**src/rtl/secs_lock_pkg.sv**
```systemverilog
package secs_lock_pkg;
   // byte offsets decoded on the register bus
   localparam logic [6:0] OFS_CNT_LO = 7'h08;
   localparam logic [6:0] OFS_CNT_HI = 7'h0C;
   localparam logic [6:0] OFS_TRIM   = 7'h10;
   localparam logic [6:0] OFS_CTRL   = 7'h50;
   localparam logic [6:0] OFS_KEY_A  = 7'h70;
   localparam logic [6:0] OFS_KEY_B  = 7'h74;

   localparam logic [31:0] KEY_A_VAL = 32'h83E7_0B13;
   localparam logic [31:0] KEY_B_VAL = 32'h95A4_F1E0;

   localparam int OPEN_BIT = 23;
   localparam int MODE_LSB = 24;
   localparam logic [1:0] MODE_SNAP = 2'd2;

   typedef enum logic [1:0] {
      KEY_IDLE  = 2'd0,
      KEY_ARMED = 2'd1,
      KEY_OPEN  = 2'd2
   } key_state_t;
endpackage

```
**src/rtl/secs_key_gate.sv**
```systemverilog
module secs_key_gate
   import secs_lock_pkg::*;
#(
   parameter int DATA_W = 32
) (
   input  logic              clk,
   input  logic              rst_n,
   input  logic              key_a_wr,
   input  logic              key_b_wr,
   input  logic [DATA_W-1:0] wdata,
   output logic              unlocked
);
   generate
      if (DATA_W != 32) begin : g_bad_width
         $error("secs_key_gate: keys are 32 bits wide");
      end
   endgenerate

   key_state_t st_q, st_d;
   logic a_match, b_match;

   assign a_match = (wdata == DATA_W'(KEY_A_VAL));
   assign b_match = (wdata == DATA_W'(KEY_B_VAL));

   always_comb begin
      st_d = st_q;
      case (st_q)
         KEY_IDLE:  if (key_a_wr && a_match) st_d = KEY_ARMED;
         KEY_ARMED: begin
            if (key_a_wr)      st_d = a_match ? KEY_ARMED : KEY_IDLE;
            else if (key_b_wr) st_d = b_match ? KEY_OPEN  : KEY_IDLE;
         end
         KEY_OPEN:  st_d = KEY_OPEN;
         default:   st_d = KEY_IDLE;
      endcase
   end

   always_ff @(posedge clk) begin
      if (!rst_n) st_q <= KEY_IDLE;
      else        st_q <= st_d;
   end

   assign unlocked = (st_q == KEY_OPEN);
endmodule

```
**src/rtl/secs_prescaler.sv**
```systemverilog
module secs_prescaler #(
   parameter int TICKS_PER_SEC = 32768,
   parameter int SECS_PER_HOUR = 3600,
   parameter int TRIM_W        = 32,
   parameter bit ENABLE_TRIM   = 1'b1
) (
   input  logic              clk,
   input  logic              rst_n,
   input  logic              tick_en,
   input  logic              restart,
   input  logic [TRIM_W-1:0] trim,
   output logic              sec_inc
);
   localparam int PER_W = TRIM_W + 2;
   localparam int HR_W  = (SECS_PER_HOUR > 2) ? $clog2(SECS_PER_HOUR) : 1;
   localparam logic [PER_W-1:0] BASE = PER_W'(TICKS_PER_SEC);

   generate
      if (TICKS_PER_SEC < 2) begin : g_bad_ticks
         $error("secs_prescaler: TICKS_PER_SEC must be at least 2");
      end
      if (SECS_PER_HOUR < 2) begin : g_bad_hour
         $error("secs_prescaler: SECS_PER_HOUR must be at least 2");
      end
      if (TRIM_W < 2) begin : g_bad_trim
         $error("secs_prescaler: TRIM_W must be at least 2");
      end
   endgenerate

   logic [PER_W-1:0] pre_q;
   logic [PER_W-1:0] period;
   logic [HR_W-1:0]  hour_q;
   logic             hour_first;

   assign hour_first = (hour_q == '0);

   generate
      if (ENABLE_TRIM) begin : g_trim
         logic signed [PER_W-1:0] adj;
         always_comb begin
            adj = $signed(BASE) + $signed({{2{trim[TRIM_W-1]}}, trim});
            if (!hour_first)
               period = BASE;
            else if (adj < $signed(PER_W'(1)))
               period = PER_W'(1);
            else
               period = adj;
         end
      end else begin : g_flat
         logic unused_trim;
         assign unused_trim = ^{trim, hour_first};
         assign period = BASE;
      end
   endgenerate

   assign sec_inc = tick_en && (pre_q >= (period - PER_W'(1)));

   always_ff @(posedge clk) begin
      if (!rst_n || restart) begin
         pre_q  <= '0;
         hour_q <= '0;
      end else if (sec_inc) begin
         pre_q  <= '0;
         hour_q <= (hour_q == HR_W'(SECS_PER_HOUR - 1)) ? '0 : hour_q + HR_W'(1);
      end else if (tick_en) begin
         pre_q  <= pre_q + PER_W'(1);
      end
   end
endmodule

```
**src/rtl/secs_counter.sv**
```systemverilog
module secs_counter #(
   parameter int CNT_W = 48,
   parameter int LO_W  = 32
) (
   input  logic                  clk,
   input  logic                  rst_n,
   input  logic                  sec_inc,
   input  logic                  lo_wr,
   input  logic                  hi_wr,
   input  logic [LO_W-1:0]       lo_data,
   input  logic [CNT_W-LO_W-1:0] hi_data,
   input  logic                  rd_lo,
   input  logic                  rd_hi,
   input  logic                  snap_mode,
   output logic [CNT_W-1:0]      cnt_q,
   output logic [CNT_W-LO_W-1:0] hi_view
);
   localparam int HI_W = CNT_W - LO_W;

   generate
      if (HI_W < 1 || HI_W > LO_W) begin : g_bad_split
         $error("secs_counter: high word must be 1..LO_W bits");
      end
   endgenerate

   logic [LO_W-1:0] lo_stage;
   logic [HI_W-1:0] snap_q;
   logic            hold_q;

   always_ff @(posedge clk) begin
      if (!rst_n) begin
         cnt_q    <= '0;
         lo_stage <= '0;
         snap_q   <= '0;
         hold_q   <= 1'b0;
      end else begin
         if (lo_wr) lo_stage <= lo_data;

         if (hi_wr)        cnt_q <= {hi_data, lo_stage};
         else if (sec_inc) cnt_q <= cnt_q + CNT_W'(1);

         if (rd_hi) begin
            hold_q <= 1'b0;
         end else if (rd_lo && snap_mode) begin
            hold_q <= 1'b1;
            snap_q <= cnt_q[CNT_W-1:LO_W];
         end
      end
   end

   assign hi_view = (snap_mode && hold_q) ? snap_q : cnt_q[CNT_W-1:LO_W];
endmodule

```
**src/rtl/secs_lock_counter.sv**
```systemverilog
module secs_lock_counter
   import secs_lock_pkg::*;
#(
   parameter int CNT_W         = 48,
   parameter int TICKS_PER_SEC = 32768,
   parameter int SECS_PER_HOUR = 3600,
   parameter int TRIM_W        = 32,
   parameter bit ENABLE_TRIM   = 1'b1,
   parameter int ADDR_W        = 7,
   parameter int DATA_W        = 32
) (
   input  logic              clk,
   input  logic              rst_n,
   input  logic              tick_en,
   input  logic              bus_wr,
   input  logic              bus_rd,
   input  logic [ADDR_W-1:0] bus_addr,
   input  logic [DATA_W-1:0] bus_wdata,
   output logic [DATA_W-1:0] bus_rdata
);
   localparam int LO_W = DATA_W;
   localparam int HI_W = CNT_W - LO_W;

   generate
      if (ADDR_W < 7) begin : g_bad_addr
         $error("secs_lock_counter: ADDR_W must reach offset 0x74");
      end
      if (TRIM_W > DATA_W) begin : g_bad_trim
         $error("secs_lock_counter: TRIM_W exceeds DATA_W");
      end
      if (DATA_W < MODE_LSB + 2) begin : g_bad_data
         $error("secs_lock_counter: DATA_W too narrow for control field");
      end
   endgenerate

   logic              key_open;
   logic              wr_ok;
   logic              lo_wr, hi_load, rd_lo, rd_hi;
   logic              sec_inc;
   logic              snap_mode;
   logic [TRIM_W-1:0] trim_q;
   logic [1:0]        mode_q;
   logic [CNT_W-1:0]  cnt_q;
   logic [HI_W-1:0]   hi_view;
   logic [DATA_W-1:0] ctrl_view;
   logic [DATA_W-1:0] rd_mux;
   logic [DATA_W-1:0] rdata_q;

   assign wr_ok     = bus_wr && key_open;
   assign lo_wr     = wr_ok && (bus_addr == ADDR_W'(OFS_CNT_LO));
   assign hi_load   = wr_ok && (bus_addr == ADDR_W'(OFS_CNT_HI));
   assign rd_lo     = bus_rd && (bus_addr == ADDR_W'(OFS_CNT_LO));
   assign rd_hi     = bus_rd && (bus_addr == ADDR_W'(OFS_CNT_HI));
   assign snap_mode = (mode_q == MODE_SNAP);

   secs_key_gate #(.DATA_W(DATA_W)) key_i (
      .clk      (clk),
      .rst_n    (rst_n),
      .key_a_wr (bus_wr && (bus_addr == ADDR_W'(OFS_KEY_A))),
      .key_b_wr (bus_wr && (bus_addr == ADDR_W'(OFS_KEY_B))),
      .wdata    (bus_wdata),
      .unlocked (key_open)
   );

   secs_prescaler #(
      .TICKS_PER_SEC (TICKS_PER_SEC),
      .SECS_PER_HOUR (SECS_PER_HOUR),
      .TRIM_W        (TRIM_W),
      .ENABLE_TRIM   (ENABLE_TRIM)
   ) pre_i (
      .clk     (clk),
      .rst_n   (rst_n),
      .tick_en (tick_en),
      .restart (hi_load),
      .trim    (trim_q),
      .sec_inc (sec_inc)
   );

   secs_counter #(.CNT_W(CNT_W), .LO_W(LO_W)) cnt_i (
      .clk       (clk),
      .rst_n     (rst_n),
      .sec_inc   (sec_inc),
      .lo_wr     (lo_wr),
      .hi_wr     (hi_load),
      .lo_data   (bus_wdata),
      .hi_data   (bus_wdata[HI_W-1:0]),
      .rd_lo     (rd_lo),
      .rd_hi     (rd_hi),
      .snap_mode (snap_mode),
      .cnt_q     (cnt_q),
      .hi_view   (hi_view)
   );

   always_ff @(posedge clk) begin
      if (!rst_n) begin
         trim_q <= '0;
         mode_q <= '0;
      end else if (wr_ok) begin
         if (bus_addr == ADDR_W'(OFS_TRIM)) trim_q <= bus_wdata[TRIM_W-1:0];
         if (bus_addr == ADDR_W'(OFS_CTRL)) mode_q <= bus_wdata[MODE_LSB +: 2];
      end
   end

   always_comb begin
      ctrl_view                 = '0;
      ctrl_view[OPEN_BIT]       = key_open;
      ctrl_view[MODE_LSB +: 2]  = mode_q;
   end

   always_comb begin
      case (bus_addr)
         ADDR_W'(OFS_CNT_LO): rd_mux = cnt_q[LO_W-1:0];
         ADDR_W'(OFS_CNT_HI): rd_mux = DATA_W'(hi_view);
         ADDR_W'(OFS_TRIM):   rd_mux = DATA_W'($signed(trim_q));
         ADDR_W'(OFS_CTRL):   rd_mux = ctrl_view;
         default:             rd_mux = '0;
      endcase
   end

   always_ff @(posedge clk) begin
      if (!rst_n)      rdata_q <= '0;
      else if (bus_rd) rdata_q <= rd_mux;
      else             rdata_q <= '0;
   end

   assign bus_rdata = rdata_q;
endmodule

```
**config.mk**
```make
export PLATFORM = sky130hd
export DESIGN_NAME = secs_lock_counter
export DESIGN_NICKNAME = d
export VERILOG_FILES = /design/src/rtl/secs_lock_pkg.sv /design/src/rtl/secs_key_gate.sv /design/src/rtl/secs_prescaler.sv /design/src/rtl/secs_counter.sv /design/src/rtl/secs_lock_counter.sv
export SDC_FILE = /design/constraint.sdc
export NUM_CORES = 1
export LEC_CHECK = 0
export ABC_CLOCK_PERIOD_IN_PS = 8980
export BUFFER_PORTS_ARGS = -buffer_cell sky130_fd_sc_hd__buf_2
export CAP_MARGIN = 30
export CELL_PAD_IN_SITES_DETAIL_PLACEMENT = 0
export CELL_PAD_IN_SITES_GLOBAL_PLACEMENT = 2
export CORE_MARGIN = 4
export CORE_UTILIZATION = 39
export DETAILED_ROUTE_END_ITERATION = 7
export MAX_ROUTING_LAYER = met4
export PLACE_DENSITY = 0.94
export SYNTH_ARGS = -nofsm -noshare
export SYNTH_HDL_FRONTEND = slang
export SYNTH_SLANG_ARGS = --single-unit
```
**constraint.sdc**
```tcl
create_clock -name clk -period 8.98 [get_ports clk]
set_input_delay 0.898 -clock clk [delete_from_list [all_inputs] [get_ports clk]]
set_output_delay 0.898 -clock clk [all_outputs]
set_load 0.01 [all_outputs]
```
==> impl_metrics.env <==
export IMPL_synth_flop_cell="dfxtp_1"
export IMPL_synthAdderAreaFrac=0.04491
export IMPL_tightest_slew_ns=1.017
export IMPL_power_density_nw_per_um2=156.8
export IMPL_dpl_cell_area_sq_um=12070
export IMPL_grt_max_degree=89
export IMPL_max_freq_ghz=0.1279
export IMPL_drt_iter0_markers=895
export IMPL_dp_hpwl_microns=25670
export IMPL_io_pins=76
export IMPL_holdPathStages=2
export IMPL_dieWidth_microns=179.1
export IMPL_die_h_microns=179.1
export IMPL_synth_nets=1593
export IMPL_hp_start="cnt_i.lo_stage[26]"
export IMPL_drv_cap=0
export IMPL_clock_sinks=211
export IMPL_grt_first_pass_wirelength_microns=56060
export IMPL_synthArstFlopShare=0
export IMPL_rr_endpoint="cnt_i.cnt_q[25]"
export IMPL_nFillCells=2947
export IMPL_start_kind="flip-flop"
export IMPL_drc=0
export IMPL_insertion_delay_ns=0.54
export IMPL_synthMuxAreaShare=0.008105
export IMPL_drt_wl_total_microns=35480
export IMPL_holdPathEnd="cnt_i.lo_stage[26]"
export IMPL_synth_edf_count=0
export IMPL_synth_seq_cells=211
export IMPL_cts_resized=0
export IMPL_hold_buffers=0
export IMPL_r2r_start="trim_q[15]"
export IMPL_slowest_delay_ns=0.62
export IMPL_synth_cell_area_sq_um=11420
export IMPL_cts_buffer_depth=3
export IMPL_dpl_worst_slack_ns=1.174
export IMPL_clk_pin_slew_ns=0.06
export IMPL_hp_class="reg -> reg"
export IMPL_drv_slew=0
export IMPL_endpoint_kind="flip-flop"
export IMPL_grt_pass1_vias=10005
export IMPL_root_buffer="clkbuf_16"
export IMPL_cts_tree="built"
export IMPL_layout_common_cells="nand2_1 (271), dfxtp_1 (211), nor2_1 (150), a21oi_1 (148), o21ai_0 (91)"
export IMPL_cts_setup_buffers=0
export IMPL_stdcell_area_sq_um=12910
export IMPL_rows=62
export IMPL_via_count=10840
export IMPL_fin_hold_ws_ns=0.4493
export IMPL_layout_setup_ws_ns=1.159
export IMPL_synthSimpleGateAreaFrac=0.2834
export IMPL_synth_area_leader_cell="dfxtp_1"
export IMPL_nets=1614
export IMPL_globalRouteOverflowTotal=0
export IMPL_grt_usage=0.2237
export IMPL_dieArea_sq_um=32090
export IMPL_cp_common_cell="ha_1"
export IMPL_synth_top_family_by_area="simple AND/OR/NAND/NOR gates"
export IMPL_setup_viol=0
export IMPL_synth_seq_area_share=0.3698
export IMPL_worstSetupPathType="reg -> reg"
export IMPL_setup_tns_ns=0
export IMPL_synth_xor_area_frac=0.07974
export IMPL_crit_slowest_cell="or4_1"
export IMPL_via_per_inst=5.611
export IMPL_final_common_cell="nand2_1"
export IMPL_routedWlPerCell_microns=18.37
export IMPL_finalWeightedCongestion=0.9060
export IMPL_synth_compound_area_frac=0.1766
export IMPL_yosys_cell_types_count=62
export IMPL_ir_drop_v=0.0001458
export IMPL_cp_data_arrival_time_ns=8.28
export IMPL_synth_warnings=0
export IMPL_regToRegSetupSlack_ns=1.16
export IMPL_worstPathRequired_ns=9.44
export IMPL_leakage_uw=0.004739
export IMPL_start_util=0.3969
export IMPL_htreeDepth=1
export IMPL_min_period_ns=7.821
export IMPL_final_core_util=0.4487
export IMPL_cp_max_fo=25
export IMPL_diodes=0
export IMPL_layout_drive_gt1_share=0.09496
export IMPL_dr_pass1_iters=5
export IMPL_antenna_left=0
export IMPL_min_period_over_period=0.8710
export IMPL_area_growth_pct=13.06
export IMPL_syn_inst=1508
export IMPL_antenna_found_initial=1
export IMPL_cts_inserted_buffers=25
export IMPL_worst_clock_skew_ns=0.02496
export IMPL_status="finished clean"
export IMPL_synth_area_top_cells="dfxtp_1 (37%), nand2_1 (8.9%), a21oi_1 (6.5%)"
export IMPL_coreArea_sq_um=28780
export IMPL_hold_violations=0
export IMPL_r2r_worst_path_cells=25
export IMPL_rsz0062_at_grt="no"
export IMPL_slew_headroom=0.3223
export IMPL_port_buffers=75
export IMPL_synth_top_area_frac=0.3698
export IMPL_syn_avg_cell_area_sq_um=7.575
## worst max-delay path by stage
stage	from	endpoint
floorplan	trim_q[16]	cnt_i.cnt_q[27]
global placement	trim_q[15]	cnt_i.cnt_q[27]
detailed placement	trim_q[15]	cnt_i.cnt_q[25]
CTS	trim_q[15]	cnt_i.cnt_q[25]
global route	trim_q[15]	cnt_i.cnt_q[27]
finish	trim_q[15]	cnt_i.cnt_q[25]
## routing by layer
| layer | share of wire | GRT usage | vias up |
|---|---|---|---|
| met5 | 0 | - | - |
| met4 | 0.024 | 0.05236 | 0 |
| met3 | 0.062 | 0.02952 | 53 |
| met2 | 0.42 | 0.3293 | 340 |
| met1 | 0.49 | 0.3263 | 5067 |
| li1 | - | - | 5380 |
## cell families after synthesis
kind of cell	count (synthesis)
buf+inv	111
fa+ha+maj	41
flops	211
mux	9
compound gates	345
xor+xnor	104
simple gates	687
## state kept, by name (all words and copies together), names as in the netlist
register / flops
cnt_i.cnt_q: 48
pre_i.pre_q: 34
bus_rdata: 32
cnt_i.lo_stage: 32
trim_q: 32
cnt_i.snap_q: 16
pre_i.hour_q: 12
key_i.st_q: 2
mode_q: 2
cnt_i.hold_q: 1
## area by class of cell
type	count	area (sq um)	share of cell area
well taps	384	480.5	0.03720
clock inverters	9	95.09	0.007363
inverters	14	52.55	0.004069
flip-flops and latches	211	4224	0.3271
clock buffers	37	750.7	0.05813
repair buffers	91	535.5	0.04146
multi-input cells	1186	6777	0.5247
## power by group
part | internal [uW] | switching [uW] | total, uW
logic | 16.2 | 52.4 | 68.6
registers | 937 | 1.49 | 939
clock network | 611 | 407 | 1020
## worst max-delay path, delay by kind of cell (launching register included)
family,cells,cell delay (ns)
xor gates and xnor gates,2,0.37
and+or+nand+nor,13,3.77
adders and majority gates,4,1.54
DFF,1,0.53
AOI/OAI and AO/OA,5,1.34
buffers and inverters,1,0.20
## per-stage QoR
step	cells	power, uW
2_1_floorplan	1508	987.4
3_3_place_gp	1884	1027
4_1_cts	1932	2046
5_1_grt	1932	2083
3_5_place_dp	1886	1026
6_report	1932	2025
## Yosys cell counts (23+ instances only)
library cell,number
xnor2_1,33
nor2_1,150
nor3_1,23
nand4_1,50
dfxtp_1,211
nand3_1,73
o21ai_0,91
clkbuf_1,84
a21oi_1,148
ha_1,41
xor2_1,71
nand2_1,271
and3_1,34
Power figures use the tool's default switching activity.
